==> src/rtl/ahdlc_tx_pkg.sv <==
`timescale 1ns/1ps
package ahdlc_tx_pkg;

  localparam int CHAR_W = 8;

  localparam logic [CHAR_W-1:0] FLAG_CHAR = 8'h7E;
  localparam logic [CHAR_W-1:0] ESC_CHAR  = 8'h7D;
  localparam logic [CHAR_W-1:0] ESC_FLIP  = 8'h20;

  typedef enum logic [2:0] {
    ST_IDLE,
    ST_BODY,
    ST_FCS_LO,
    ST_FCS_HI,
    ST_CLOSE,
    ST_ABT_ESC,
    ST_ABT_FLAG,
    ST_HALT
  } tx_state_e;

endpackage

==> src/rtl/ahdlc_esc_check.sv <==
`timescale 1ns/1ps
// Decides whether one byte needs the two-character escape form.
module ahdlc_esc_check #(
  parameter int MAP_W = 32
) (
  input  logic [7:0]       byte_i,
  input  logic [MAP_W-1:0] map_i,
  output logic             need_esc
);
  import ahdlc_tx_pkg::*;

  localparam int IDX_W = (MAP_W > 1) ? $clog2(MAP_W) : 1;

  logic in_range;
  logic map_hit;

  always_comb begin
    in_range = ({1'b0, byte_i} < 9'(MAP_W));
    map_hit  = in_range && map_i[byte_i[IDX_W-1:0]];
    need_esc = (byte_i == FLAG_CHAR) || (byte_i == ESC_CHAR) || map_hit;
  end

endmodule

==> src/rtl/ahdlc_fcs_calc.sv <==
`timescale 1ns/1ps
// Running reflected CRC over unescaped payload bytes.
module ahdlc_fcs_calc #(
  parameter int              FCS_W    = 16,
  parameter logic [FCS_W-1:0] FCS_POLY = 16'h8408,
  parameter logic [FCS_W-1:0] FCS_INIT = 16'hFFFF
) (
  input  logic             clk,
  input  logic             rst,
  input  logic             init_i,
  input  logic             upd_i,
  input  logic [7:0]       byte_i,
  output logic [FCS_W-1:0] fcs_o
);

  logic [FCS_W-1:0] crc_q;

  function automatic logic [FCS_W-1:0] crc_step(input logic [FCS_W-1:0] c,
                                                input logic [7:0] b);
    logic [FCS_W-1:0] r;
    r = c ^ {{(FCS_W-8){1'b0}}, b};
    for (int i = 0; i < 8; i++) begin
      r = r[0] ? ((r >> 1) ^ FCS_POLY) : (r >> 1);
    end
    return r;
  endfunction

  always_ff @(posedge clk) begin
    if (rst || init_i) begin
      crc_q <= FCS_INIT;
    end else if (upd_i) begin
      crc_q <= crc_step(crc_q, byte_i);
    end
  end

  assign fcs_o = ~crc_q;

endmodule

==> src/rtl/ahdlc_out_reg.sv <==
`timescale 1ns/1ps
// Registered character output with valid/ready and idle flag.
module ahdlc_out_reg #(
  parameter int CHAR_W = 8
) (
  input  logic              clk,
  input  logic              rst,
  input  logic              load_i,
  input  logic [CHAR_W-1:0] char_i,
  input  logic              out_ready,
  output logic              space_o,
  output logic              out_valid,
  output logic [CHAR_W-1:0] out_char,
  output logic              out_idle
);

  assign space_o = !out_valid || out_ready;

  always_ff @(posedge clk) begin
    if (rst) begin
      out_valid <= 1'b0;
      out_idle  <= 1'b1;
      out_char  <= '1;
    end else if (load_i) begin
      out_valid <= 1'b1;
      out_idle  <= 1'b0;
      out_char  <= char_i;
    end else if (out_ready) begin
      out_valid <= 1'b0;
      out_idle  <= 1'b1;
    end
  end

endmodule

==> src/rtl/ahdlc_tx_framer.sv <==
`timescale 1ns/1ps
module ahdlc_tx_framer #(
  parameter int MAP_W = 32
) (
  input  logic             clk,
  input  logic             rst,
  input  logic [7:0]       in_data,
  input  logic             in_valid,
  input  logic             in_last,
  output logic             in_ready,
  input  logic [MAP_W-1:0] ctl_map,
  input  logic             stop_cmd,
  input  logic             restart_cmd,
  input  logic             flow_en,
  input  logic             cts,
  output logic [7:0]       out_char,
  output logic             out_valid,
  input  logic             out_ready,
  output logic             out_idle
);
  import ahdlc_tx_pkg::*;

  localparam int              FCS_W    = 16;
  localparam logic [FCS_W-1:0] FCS_POLY = 16'h8408;
  localparam logic [FCS_W-1:0] FCS_INIT = 16'hFFFF;

  tx_state_e         state_q;
  logic              pend_v_q;
  logic [CHAR_W-1:0] pend_c_q;

  logic              space;
  logic              in_abort_grp;
  logic              stop_take;
  logic              flow_block;
  logic              slot;
  logic              have_char;
  logic              load;
  logic [CHAR_W-1:0] nxt_char;
  logic [CHAR_W-1:0] sel_byte;
  logic              need_esc;
  logic [FCS_W-1:0]  fcs;
  logic              take;

  // abort and halt states ignore a further stop
  assign in_abort_grp = (state_q == ST_ABT_ESC) || (state_q == ST_ABT_FLAG) ||
                        (state_q == ST_HALT);
  assign stop_take    = stop_cmd && !in_abort_grp;
  // cts only matters when flow control is enabled
  assign flow_block   = flow_en && !cts;
  assign slot         = space && !flow_block && !stop_take;

  // input is never accepted in a stop cycle
  assign in_ready = (state_q == ST_BODY) && !pend_v_q && slot;
  assign take     = in_valid && in_ready;

  always_comb begin
    unique case (state_q)
      ST_FCS_LO: sel_byte = fcs[7:0];
      ST_FCS_HI: sel_byte = fcs[15:8];
      default:   sel_byte = in_data;
    endcase
  end

  ahdlc_esc_check #(.MAP_W(MAP_W)) u_esc (
    .byte_i   (sel_byte),
    .map_i    (ctl_map),
    .need_esc (need_esc)
  );

  ahdlc_fcs_calc #(
    .FCS_W    (FCS_W),
    .FCS_POLY (FCS_POLY),
    .FCS_INIT (FCS_INIT)
  ) u_fcs (
    .clk    (clk),
    .rst    (rst),
    .init_i (state_q == ST_IDLE),
    .upd_i  (take),
    .byte_i (in_data),
    .fcs_o  (fcs)
  );

  always_comb begin
    have_char = 1'b0;
    nxt_char  = '1;
    if (pend_v_q) begin
      have_char = 1'b1;
      nxt_char  = pend_c_q;
    end else begin
      unique case (state_q)
        ST_IDLE: begin
          have_char = in_valid;
          nxt_char  = FLAG_CHAR;
        end
        ST_BODY: begin
          have_char = in_valid;
          nxt_char  = need_esc ? ESC_CHAR : sel_byte;
        end
        ST_FCS_LO, ST_FCS_HI: begin
          have_char = 1'b1;
          nxt_char  = need_esc ? ESC_CHAR : sel_byte;
        end
        ST_CLOSE, ST_ABT_FLAG: begin
          have_char = 1'b1;
          nxt_char  = FLAG_CHAR;
        end
        ST_ABT_ESC: begin
          have_char = 1'b1;
          nxt_char  = ESC_CHAR;
        end
        default: begin
          have_char = 1'b0;
          nxt_char  = '1;
        end
      endcase
    end
  end

  assign load = slot && have_char;

  always_ff @(posedge clk) begin
    if (rst) begin
      state_q  <= ST_IDLE;
      pend_v_q <= 1'b0;
      pend_c_q <= '0;
    end else if (stop_take) begin
      state_q  <= ST_ABT_ESC;
      pend_v_q <= 1'b0;
    end else if (state_q == ST_HALT) begin
      if (restart_cmd) begin
        state_q <= ST_IDLE;
      end
    end else if (load) begin
      if (pend_v_q) begin
        pend_v_q <= 1'b0;
      end else begin
        unique case (state_q)
          ST_IDLE: state_q <= ST_BODY;
          ST_BODY, ST_FCS_LO, ST_FCS_HI: begin
            if (need_esc) begin
              pend_v_q <= 1'b1;
              pend_c_q <= sel_byte ^ ESC_FLIP;
            end
            if (state_q == ST_FCS_LO) begin
              state_q <= ST_FCS_HI;
            end else if (state_q == ST_FCS_HI) begin
              state_q <= ST_CLOSE;
            end else if (in_last) begin
              state_q <= ST_FCS_LO;
            end
          end
          ST_CLOSE:    state_q <= ST_IDLE;
          ST_ABT_ESC:  state_q <= ST_ABT_FLAG;
          ST_ABT_FLAG: state_q <= ST_HALT;
          default:     state_q <= state_q;
        endcase
      end
    end
  end

  ahdlc_out_reg #(.CHAR_W(CHAR_W)) u_out (
    .clk       (clk),
    .rst       (rst),
    .load_i    (load),
    .char_i    (nxt_char),
    .out_ready (out_ready),
    .space_o   (space),
    .out_valid (out_valid),
    .out_char  (out_char),
    .out_idle  (out_idle)
  );

endmodule

==> config.mk <==
export PLATFORM = sky130hd
export DESIGN_NAME = ahdlc_tx_framer
export DESIGN_NICKNAME = d
export VERILOG_FILES = /design/src/rtl/ahdlc_tx_pkg.sv /design/src/rtl/ahdlc_esc_check.sv /design/src/rtl/ahdlc_fcs_calc.sv /design/src/rtl/ahdlc_out_reg.sv /design/src/rtl/ahdlc_tx_framer.sv
export SDC_FILE = /design/constraint.sdc
export NUM_CORES = 1
export LEC_CHECK = 0
export CAP_MARGIN = 20
export CORE_UTILIZATION = 43
export DETAILED_ROUTE_END_ITERATION = 7
export DONT_BUFFER_PORTS = 1
export GPL_TIMING_DRIVEN = 1
export HOLD_SLACK_MARGIN = 0.06
export SYNTH_ARGS = -nofsm -noshare
export SYNTH_HDL_FRONTEND = slang
export SYNTH_SLANG_ARGS = --single-unit
==> constraint.sdc <==
create_clock -name clk -period 2.6 [get_ports clk]
set_input_delay 0 -clock clk [delete_from_list [all_inputs] [get_ports clk]]
set_output_delay 0 -clock clk [all_outputs]
set_load 0.02 [all_outputs]
Word-level counts from Yosys, hierarchy flattened
Cells that the tools add are included.
{ "classes": {"div_mod_pow": 0, "n_shift": 0, "muxes": 32, "multipliers": 0, "n_addsub": 0, "n_lt_le_gt_ge": 2, "n_reduce_logical": 36, "bitwise_logic": 14, "eq_ne": 15} }
{ "ops": {"columns": ["op", "count"], "rows": [
  ["$mux 16", 8],
  ["$mux 3", 8],
  ["$not 2->3", 8],
  ["$pmux 8 s3", 1],
  ["$eq 8x7->1 const B", 2],
  ["$mux 8", 2],
  ["$not 16->16", 1],
  ["$pmux 8 s2", 1],
  ["$xor 16x8->16", 1],
  ["$pmux 3 s5", 1],
  ["$eq 3x3->1 const B", 4],
  ["$reduce_and 5->1", 2],
  ["$logic_and 1x1->1", 9],
  ["$mux 1", 9],
  ["$lt 8x6->1 const B", 1],
  ["$reduce_bool 7->1", 1],
  ["$eq 3x2->1 const B", 2],
  ["$logic_not 1->1", 6],
  ["$logic_or 1x1->1", 6],
  ["$lt 5x6->1 const B", 1],
  ["$ne 6x1->1 const B", 1],
  ["$reduce_and 6->1", 1],
  ["$reduce_bool 6->1", 1],
  ["$reduce_or 3->1", 2],
  ["15 further kinds", 20]
]} }
{ "word_totals": {"latchBits": 0, "ram_bits": 0, "memories": 0, "output_inout_bits": 11, "ff_bits": 38, "elab_cells": 107, "mem_bits_ro": 0} }

Logic depth before layout (Yosys ltp)
Gate-level depths: netlist of run 1.
{ "depth": {"depth_word": 17, "ltp_mapped": 11, "depth_no_buf": 7} }

Modules after synthesis
Synthesis of run 1 repeated with hierarchy kept, for this count alone.
{ "unflattened": {"cells_unflattened": 293, "hier_area_um2": 2752.6} }
{ "modules_own_cells": {"columns": ["mod", "cells_each", "area_per_inst_um2", "n_inst"], "rows": [
  ["ahdlc_tx_framer", 131, 1064.8, 1],
  ["ahdlc_fcs_calc", 100, 964.7, 1],
  ["ahdlc_out_reg", 33, 365.4, 1],
  ["ahdlc_esc_check", 29, 357.8, 1]
]} }

Worst setup path before layout of run 1
Ideal clock, no wire load.
{ "synth_timing": {"path_type": "register to register", "startpoint": "register state_q[0]", "endpoint": "register pend_c_q[5]", "slack_ps": -10, "arrival_time_ps": 2493, "stages_incl_launch_ff": 10, "setup_ps": 117, "path_buffers": 2, "cell_sequence": "dfxtp_1 buf_2 mux2i_1 mux2_4 mux2_1 mux4_2 a32oi_2 nand3_2 buf_6 a32o_1"} }
{ "synth_between": {"elab_chain_cells": 9, "elab_cells_between_ends": 33, "cone_classes": "1 x order compare; 9 x eq/ne; 5 x mux; 3 x bitwise; 15 x reduce/logical"} }
{ "synth_rtl": {"columns": ["item", "line_no", "rtl"], "rows": [
  ["start: declaration", "ahdlc_tx_framer.sv:27", "tx_state_e state_q;"],
  ["start signal: assignment", "ahdlc_tx_framer.sv:155", "default: state_q <= state_q;"],
  ["parallel branches: the longest is 9 deep, another holds $pmux 8 s2", null, null],
  ["end signal: assignment", "ahdlc_tx_framer.sv:142", "pend_c_q <= sel_byte ^ ESC_FLIP;"],
  ["end: declaration", "ahdlc_tx_framer.sv:29", "logic [CHAR_W-1:0] pend_c_q;"]
]} }
Parallel ways; which one is timed is not known. The select of a mux whose other input is x is not followed.
A chain may end at the register's enable or synchronous reset.

Worst setup path in the final report of run 1
{ "layout_timing": {"startpoint": "register state_q[0]", "endpoint": "register pend_c_q[1]"} }
Same word-level chain as after synthesis.

==> metrics.md, run 1 <==
| Metric | Value |
|---|---|
| Final hold slack | about 0.09 ns |
| Crit Path Category | flip-flop to flip-flop |
| Post-Syn Area | 0.00260 mm² |
| Arrival time at the worst endpoint | roughly 2.8 ns |
| Post-synthesis cell count | 297 |
| Max Slew Vio Count | 0 |
| Peak VDD IR | around 0.22 mV |
| GR Util met3 | 4.57% |
| Fin crit share | 100% |
| Ys async rst share | 0% |
| Final setup vio count | 1 |
| FF+latch count, synth | 38 |
| Residual DRC count | 0 |
| Comb pwr share | 27.3% |
| Nets | 383 |
| CP Launch Type | flip-flop |
| EDFF count, synth | 0 |
| Leak | 1.27 nW |
| Crit end category | flip-flop |
| Synth Net Count | between 300 and 400 |
| GR met1 Demand/Resource | 31.8% |
| Failing checks | negative setup slack |
| H-Tree Depth | 2 |
| Power density over the cells | 463 mW/mm² |
| Slowest stage delay, CP | 0.52 ns |
| RSZ-0062 raised after global routing | yes |
| Met2 Use GR | between 30% and 40% |
| Overflow after GRT | 0 |
| Yosys warns | 0 |
| P_sw | 473 µW |
| Avg Synthesized Cell Area | ~9 µm² |
| Seq/Total Area, Yosys | between 20% and 30% |
| Placed cells | between 300 and 400 |
| Final wirelength | 7050 µm |
| Slew margin rel. | 52.4% |
| Most used cell, CP | mux2_4 |
| DR vias | about 2,400 |
| CP required | 2.80 ns |
| Cell variety after synth | 56 |
| Layout cells sized above 1 | 24.8% |
| Worst skew pair latency | approximately 0.3 ns |
| Synth area leaders | dfxtp_1 29%, mux2i_1 12%, xnor2_1 5.1% |
| Worst-case clock skew | roughly 0.012 ns |
| Die area | 0.00636 mm² |
| WL/cell | 17.3 µm |
| CTS clk-pin slew, worst paths | 0.07 ns |
| GR Util All Layers | around a quarter |
| Int Power | slightly above 1 mW |
| Synth Flop Type | dfxtp_1 |
| Critical path's slowest cell | mux4_2 |
| Die Y | 79.7 µm |
| Port bufs | 0 |
| Largest net degree at the start of global routing | 29 |
| Grt peak-use layer | met2 |
| Final Hold Fails | 0 |
| Clock share of power | 29.0% |
| Starting DRT DRC Count | 155 |
| Diodes inserted | 0 |
| Row cnt | 27 |
| Crit path time final | 2.61 ns |
| RePlAce Congestion | just over 0.8 |
| CP Max Fanout | 8 |
| Core area | 0.00568 mm² |
| First-pass GRT wire length | 11,500 µm |
| Drt via density | 5.90 |
| Layout Area Growth over Synthesis | 24.3% |
| Worst Tran Pin Value | 0.711 ns |
| DP Wirelength | 4990 µm |
| CTS tree | yes |
| TritonRoute pass-1 iters | 4 |
| Sw Ratio | 31.6% |
| Fmax | 384 MHz |
| # IOs | 60 |
| Reg power frac | 43.7% |
| Area leader, netlist | dfxtp_1 |
| CTS Buffer Depth | 2 |
| Final WS setup | -0.00528 ns |
| Filler Cell Count | 516 |
| Hold WC Path Type | input pin to flip-flop |
| Initial antenna violation count | 0 |
| CTS root buf | clkbuf_8 |
| Vias in the first global route | 2,311 |
| Die width | between 70 and 80 µm |
| Status | finished with violations |
| ANT nets after route | 0 |
| Num CTS Buffers | 5 |
| CP cell instances | mux2i_4 > mux2_4 > mux2_4 > mux4_2 > a32oi_4 > nand3_4 > buf_6 > a221oi_2 |
| Initial Utilization | 45.8% |
| CTS sink count | 38 |
| Max cap viols | 0 |
| Non-Filler Instances | 407 |
| Top cell type's share of synthesized area | approximately 29% |
flip-flops by register name, indices dropped and copies added, names as in the netlist:
register,cells
u_out.out_valid,1
u_out.out_char,8
u_out.out_idle,1
u_fcs.crc_q,16
state_q,3
pend_c_q,8
pend_v_q,1
per-layer routing:
layer	part of all wire, %	wire [µm]
met4	1.7	119
met1	47	3320
met3	5.3	375
met2	46	3240
met5	0	0
critical path: cells and delay by family (launching register included):
family                 cells  cell delay, ns
AOI/OAI and AO/OA          2            0.45
buffers and inverters      1            0.18
DFF                        1            0.37
muxes                      4            1.33
and+or+nand+nor            1            0.18
placed cells by master (no fill, tap or decap), drive strengths merged, types with 3 or more instances in the layout:
master and instances:
buf 39, dfxtp 38, nand2 31, mux2i 31, a21oi 25, nor2 17, xnor2 15, dlygate4sd3 14
o211ai 13, xor2 11, inv 9, mux2 9, nand3 8, o21ai 7, clkbuf 7, a221oi 7
nor3 5, nand4 4, or3 4, o2bb2a 4, and2 3, nor4 3
final cells by class:
type / instances / area [µm²] / share of cell area (%)
sequential: 38 / 767 / 23.8
clock inverter: 1 / 5.00 / 0.155
clock buffer: 7 / 86.3 / 2.67
multi-input combinational: 227 / 1790 / 55.3
inverter: 9 / 33.8 / 1.05
timing repair buffer: 53 / 460 / 14.3
tap: 72 / 90.1 / 2.79
cells by family (layout without fill, tap and decap cells):
kind of cell	count (synthesis)	count (layout)	synth area share [%]
compound gates	76	76	23.3
xor+xnor	26	26	8.77
flops	38	38	29.3
mux	41	41	17.0
simple gates	84	84	15.9
buf+inv	32	70	5.73
timing repair:
action | in CTS | in global routing
resized for setup | 19 | 6
buffers inserted | 5 | 2
setup endpoints to repair | 14 | 15
hold endpoints to repair | 37 | 1
gates cloned | 0 | 0
hold buffers | 13 | 1
pin swaps | 4 | 6
power groups by stage:
stage / logic [mW] / registers (mW) / clock network [mW]
2_1_floorplan: 0.270 / 0.656 / 0
5_1_grt: 0.441 / 0.656 / 0.462
4_1_cts: 0.390 / 0.652 / 0.439
6_report: 0.407 / 0.653 / 0.434
3_5_place_dp: 0.346 / 0.665 / 0
3_3_place_gp: 0.343 / 0.664 / 0
cells in the mapped netlist (3+ instances only):
| library cell | n |
|---|---|
| dfxtp_1 | 38 |
| nand2_1 | 31 |
| mux2i_1 | 30 |
| a21oi_1 | 25 |
| nor2_1 | 17 |
| xnor2_1 | 15 |
| clkbuf_1 | 14 |
| o211ai_1 | 13 |
| xor2_1 | 11 |
| inv_1 | 9 |
| nand3_1 | 7 |
| mux2_2 | 6 |
| o21ai_0 | 6 |
| a221oi_2 | 5 |
| buf_2 | 5 |
| nor3_1 | 5 |
| nand4_1 | 4 |
| or3_1 | 4 |
| buf_6 | 3 |
| nor4_1 | 3 |
| o2bb2a_4 | 3 |
per-stage QoR:
step | area [µm²] | setup TNS [ns] | utilization [%] | total power [mW] | setup WS (ns)
after global placement | 2820 | -0.650 | 49.6 | 1.01 | -0.0959
after floorplan | 2600 | 0 | - | 0.926 | 0.00862
after CTS | 3160 | 0 | 55.6 | 1.48 | 0.000192
after detailed placement | 2820 | -1.53 | 49.6 | 1.01 | -0.166
final | 3230 | -0.00528 | 56.9 | 1.49 | -0.00528
after global routing | 3230 | -0.699 | 56.9 | 1.56 | -0.0851
path summary, 6_finish.rpt:
check	end	start	cells after the start	slack [ns]
worst max register to register	pend_c_q[1]$_SDFFE_PP0P_	state_q[0]$_SDFFE_PP0P_	8	-0.005
worst max-delay path	pend_c_q[1]$_SDFFE_PP0P_	state_q[0]$_SDFFE_PP0P_	8	-0.005
worst min-delay path	state_q[0]$_SDFFE_PP0P_	stop_cmd	4	0.09
worst min register to register	pend_c_q[2]$_SDFFE_PP0P_	pend_c_q[2]$_SDFFE_PP0P_	2	0.47
Power figures use the tool's default switching activity.
==> inputs of run 2 (changes only) <==
Clock period 2.6 ns to 2.93 ns, I/O delays scaled along.
==> run 2 against run 1 <==
The run now ends clean. Sequential power is 12% lower. Register-to-register slack improved by 0.16 ns. Clock-buffer cell count unchanged. Largest power group unchanged.
==> metrics.md, run 2 (same netlist as run 1, synthesis figures left out) <==
| Metric | Value |
|---|---|
| GR Util All Layers | 22.1% |
| Sequential cell area | 762 µm² |
| CTS Buffer Depth | 2 |
| Filler Cell Count | 551 |
| Fmax | 360 MHz |
| CP Launch Point | state_q[1]$_SDFFE_PP0P_ |
| # IOs | 60 |
| Port bufs | 0 |
| Reg2reg setup slack | between 0.15 and 0.2 ns |
| DP Wirelength | 4920 µm |
| H-Tree Depth | 2 |
| Initial antenna violation count | 0 |
| Leak | 1.12 nW |
| CP cell instances | nor2b_4 > mux2_4 > mux2_1 > mux4_2 > a32oi_2 > nand3_4 > buf_4 > a221oi_2 |
| First-pass GRT wire length | ~11,000 µm |
| Crit end category | flip-flop |
| Die width | around 80 µm |
| Hold_sp | in_data[6] |
| Layout Area Growth over Synthesis | 13.2% |
| Initial Utilization | 45.8% |
| Commonest non-fill, non-tap cell in the layout | dfxtp_1 |
| Die Y | about 80 µm |
| Row cnt | 27 |
| Vias in the first global route | 2,208 |
| Final wirelength | 6510 µm |
| WL/cell | 17.0 µm |
| RePlAce Congestion | 0.798 |
| Slowest stage delay, CP | roughly 0.50 ns |
| Diodes inserted | 0 |
| Overflow after GRT | 0 |
| Crit Path Category | flip-flop to flip-flop |
| TritonRoute pass-1 iters | 4 |
| DR vias | 2,242 |
| Final hold slack | 0.0549 ns |
| Nets | 358 |
| Largest Register | u_fcs.crc_q |
| Layout cells sized above 1 | 17.1% |
| Max reg flops | 16 |
| Arrival time at the worst endpoint | approximately 3.0 ns |
| Crit path time final | 2.78 ns |
| Worst skew pair latency | a little under 0.3 ns |
| Final Hold Fails | 0 |
| Fin crit share | 94.8% |
| Die area | 0.00636 mm² |
| Top flop regs | u_fcs.crc_q (16), pend_c_q (8), u_out.out_char (8) |
| RR Startpoint | state_q[1]$_SDFFE_PP0P_ |
| Status | finished clean |
| Core area | 0.00568 mm² |
| Peak VDD IR | approximately 0.24 mV |
| Worst Tran Pin Value | 0.824 ns |
| Largest net degree at the start of global routing | 29 |
| Final setup vio count | 0 |
| CTS clk-pin slew, worst paths | 0.08 ns |
| Residual DRC count | 0 |
| Area of the multi-input gates | ~0.0017 mm² |
| CP Max Fanout | 9 |
| Critical path's slowest cell | mux4_2 |
| Drt via density | just under 6 |
| CTS tree | yes |
| Setup_tns | 0 ns |
| Slew margin rel. | 44.9% |
| CP Launch Type | flip-flop |
| Max Slew Vio Count | 0 |
| CTS sink count | 38 |
| CTS root buf | clkbuf_8 |
| ANT nets after route | 0 |
| Starting DRT DRC Count | between 100 and 150 |
| Num CTS Buffers | 5 |
| Power density over the cells | 452 mW/mm² |
| Hold WC Path Type | input pin to flip-flop |
| Max cap viols | 0 |
| CP required | 3.13 ns |
| Commonest non-fill, non-tap cells in the layout | 37 x dfxtp_1, 31 x nand2_1, 28 x mux2i_1 |
| Worst-case clock skew | 0.00837 ns |
[run 2: cell types whose count changed in the layout (fill, tap and decap cells not counted), moves of 2 or more]
cell	delta
mux2i_2	-2
dfxtp_1	+2
buf_6	-4
mux2_1	+2
buf_4	-13
dlygate4sd3_1	-7
mux2_4	-4
mux2_2	+2
mux2i_1	+2
[run 2: area by class of cell]
class | instances | area share, %
clock buffer | 7 | 2.60
sequential | 38 | 25.9
timing repair buffer | 28 | 7.74
clock inverter | 1 | 1.02
multi-input combinational | 227 | 58.5
inverter | 9 | 1.15
tap | 72 | 3.06
[run 2: power breakdown]
part           internal (mW)  switching [mW]
combinational          0.144           0.172
sequential             0.540          0.0372
clock                  0.255           0.182
[run 2: through the flow]
step	util, %	worst slack [ns]	cell area, µm²	total power, mW	cells
after detailed placement	48.1	0.0642	2730	0.889	367
after global placement	48.1	0.121	2730	0.885	367
after floorplan	-	0.320	2600	0.821	297
final	51.8	0.151	2940	1.33	382
after global routing	51.8	-0.000938	2940	1.39	382
after CTS	51.2	0.0333	2910	1.34	382
[run 2: critical path: cells and delay by family, from the launching register on]
kind            cells  cell delay (ns)
compound gates      2             0.53
buf+inv             1             0.21
flops               1             0.34
mux                 3             1.17
simple gates        2             0.43
[run 2: routing by layer]
metal,share of wire (%),wire length (µm),vias to the layer above,GRT usage (%)
met5,0,0,-,0
met4,1.7,110,0,6.18
met3,5.1,331,8,3.31
met2,45,2960,66,34.4
met1,48,3110,1051,31.3
li1,-,-,1117,-
[run 2: worst paths after layout]
path                                         end  cells after the start
setup / recovery        pend_c_q[3]$_SDFFE_PP0P_                      8
hold / removal    u_out.out_char[6]$_SDFFE_PP1P_                      3
setup reg to reg        pend_c_q[3]$_SDFFE_PP0P_                      8
hold reg to reg         pend_c_q[1]$_SDFFE_PP0P_                      2
[run 2: timing repair]
item,in CTS,in global routing
resized for setup,0,6
endpoints found under the hold margin,37,0
buffers inserted,0,0
setup endpoints to repair,0,10
hold buffers,7,0
==> inputs of run 3 (changes only) <==
Clock period 2.93 ns to 2.4 ns, I/O delays scaled along.
==> run 3 against run 2 <==
The run now ends with negative setup slack left. Sequential cell count unchanged. Critical endpoint is now pend_c_q[5]$_SDFFE_PP0P_. Clock-buffer cell count down 2. Utilization up 7.2 points.
==> metrics.md, run 3 (same netlist as run 1, synthesis figures left out) <==
| Metric | Value |
|---|---|
| Power density over the cells | about 510 mW/mm² |
| Max cap viols | 0 |
| Reg power frac | between 40 and 50% |
| P_sw | 520 µW |
| Comb pwr share | 27.2% |
| Port bufs | 0 |
| Non-Filler Instances | 408 |
| Max reg flops | 16 |
| CTS clk-pin slew, worst paths | 0.08 ns |
| Crit Path Category | flip-flop to flip-flop |
| Row cnt | 27 |
| Final WS setup | -0.190 ns |
| Largest net degree at the start of global routing | 29 |
| Final wirelength | between 6000 and 7000 µm |
| Int Power | 1.18 mW |
| Placed inst area | 0.00294 mm² |
| Layout Area Growth over Synthesis | 28.9% |
| Commonest non-fill, non-tap cell in the layout | buf_4 |
| Failing checks | negative setup slack |
| CP Max Fanout | 5 |
| Family with the most delay on the worst path | multiplexers |
| Slew margin rel. | 42.7% |
| Hold_sp | stop_cmd |
| Worst reg-to-reg path cell count | 8 |
| Top flop regs | u_fcs.crc_q (16), pend_c_q (8), u_out.out_char (8) |
| Residual DRC count | 0 |
| TritonRoute pass-1 iters | 5 |
| DP Wirelength | 5100 µm |
| Arrival time at the worst endpoint | 2.78 ns |
| Hold WC Path Type | input pin to flip-flop |
| RePlAce Congestion | 0.810 |
| Worst-case clock skew | 0.0111 ns |
| CTS sink count | 38 |
| Vias in the first global route | 2,280 |
| Worst skew pair latency | about 0.29 ns |
| Clock share of power | around a third |
| Diodes inserted | 0 |
| RSZ-0062 raised after global routing | yes |
| Slowest stage delay, CP | 0.52 ns |
| Status | finished with violations |
| CP cell instances | nor2b_4 > mux2_4 > mux2_4 > mux4_2 > a32oi_4 > nand3_4 > buf_6 > a32o_1 |
| CP Launch Type | flip-flop |
| Initial Utilization | 45.8% |
| Post-route cell area | 0.00335 mm² |
| Die width | ~80 µm |
| CTS tree | yes |
| DR WL met2 | ~3300 µm |
| Fmax | 386 MHz |
| Met1 Wirelength | between 3000 and 4000 µm |
| # IOs | 60 |
| Final Hold Fails | 0 |
| R2R Path End | pend_c_q[5]$_SDFFE_PP0P_ |
| Core area | 0.00568 mm² |
| Metal3 WL | 434 µm |
| CTS Buffer Depth | 2 |
| Initial antenna violation count | 0 |
| ANT nets after route | 0 |
| Final hold slack | 0.0855 ns |
| Crit path time final | ~2.6 ns |
| H-Tree Depth | 2 |
| WHS Path Cells | 4 |
| Placed cells | 391 |
| DR top layer | met4 |
| Most used cell, CP | mux2_4 |
| Overflow after GRT | 0 |
| Largest Register | u_fcs.crc_q |
| Crit end category | flip-flop |
| GR Util All Layers | 23.4% |
| Drt via density | 5.73 |
| Fin crit share | 108% |
| Worst path bufs/invs | 1 |
| Critical path's slowest cell | mux4_2 |
| CP required | 2.59 ns |
| Final setup vio count | 14 |
| Max Slew Vio Count | 0 |
| Leak | 1.28 nW |
| First-pass GRT wire length | 11,400 µm |
| Die Y | 79.7 µm |
| Final core occ | around 59% |
| DR vias | 2,338 |
| RR Startpoint | state_q[1]$_SDFFE_PP0P_ |
| CTS root buf | clkbuf_8 |
| Endpoint, Worst Hold | state_q[0]$_SDFFE_PP0P_ |
| Commonest non-fill, non-tap cells in the layout | 42 x buf_4, 35 x dfxtp_1, 31 x nand2_1 |
| Total Power | 1.70 mW |
| Sw Ratio | 30.5% |
| Peak VDD IR | 0.278 mV |
| WL/cell | 17.1 µm |
| Nets | 384 |
| Num CTS Buffers | 5 |
| Die area | 0.00636 mm² |
| Worst Tran Pin Value | 0.856 ns |
| Filler Cell Count | 495 |
| Reg2reg setup slack | -0.19 ns |
| Starting DRT DRC Count | 193 |
| Layout cells sized above 1 | 30.7% |
-- run 3: worst max path at each step --
stage / start / to / slack, ns / depth (start not counted)
after detailed placement: state_q[0]$_SDFFE_PP0P_ / pend_c_q[5]$_SDFFE_PP0P_ / -0.28 / 8
after CTS: state_q[1]$_SDFFE_PP0P_ / pend_c_q[5]$_SDFFE_PP0P_ / -0.22 / 8
final: state_q[1]$_SDFFE_PP0P_ / pend_c_q[5]$_SDFFE_PP0P_ / -0.19 / 8
after floorplan: state_q[1]$_SDFFE_PP0P_ / pend_c_q[5]$_SDFFE_PP0P_ / -0.17 / 10
after global routing: state_q[1]$_SDFFE_PP0P_ / pend_c_q[2]$_SDFFE_PP0P_ / -0.28 / 8
after global placement: state_q[1]$_SDFFE_PP0P_ / pend_c_q[6]$_SDFFE_PP0P_ / -0.23 / 9
-- run 3: what timing repair did --
| item | 4_1_cts | 5_1_grt |
|---|---|---|
| gates resized for setup | 25 | 14 |
| endpoints found under the setup margin | 16 | 20 |
| buffers inserted | 2 | 1 |
| pin swaps | 5 | 8 |
| endpoints found under the hold margin | 38 | 0 |
| hold buffers | 6 | 0 |
-- run 3: cell type report --
cell class                      count  area, µm²  share of cell area [%]
Clock buffer                        5       68.8                    2.06
Sequential cell                    38        764                    22.8
Timing Repair Buffer               54        455                    13.6
Inverter                            9       33.8                    1.01
Clock inverter                      3       40.0                    1.20
Tap cell                           72       90.1                    2.69
Multi-Input combinational cell    227       1890                    56.6
-- run 3: routing by layer --
metal  track usage (%)  up-vias
met5                 0        -
met2              38.5       69
met1              30.8     1092
li1                  -     1173
met3              4.46        4
met4              7.09        0
-- run 3: power groups by stage --
stage | Sequential [mW] | Clock, mW | Combinational [mW]
detailed placement | 0.717 | 0 | 0.400
finish | 0.704 | 0.537 | 0.464
global placement | 0.717 | 0 | 0.396
floorplan | 0.711 | 0 | 0.295
CTS | 0.703 | 0.550 | 0.442
global route | 0.707 | 0.566 | 0.506
-- run 3: tightest hold or removal path: stages --
cell     delay, ns
nor2_1        0.07
a21oi_1       0.04
o21ai_0       0.14
a21oi_1       0.08
-- run 3: through the flow --
| stage | setup TNS [ns] | worst slack (ns) |
|---|---|---|
| finish | -2.12 | -0.190 |
| global route | -3.28 | -0.278 |
| CTS | -2.49 | -0.220 |
| detailed placement | -3.21 | -0.280 |
| global placement | -2.53 | -0.225 |
| floorplan | -1.74 | -0.166 |
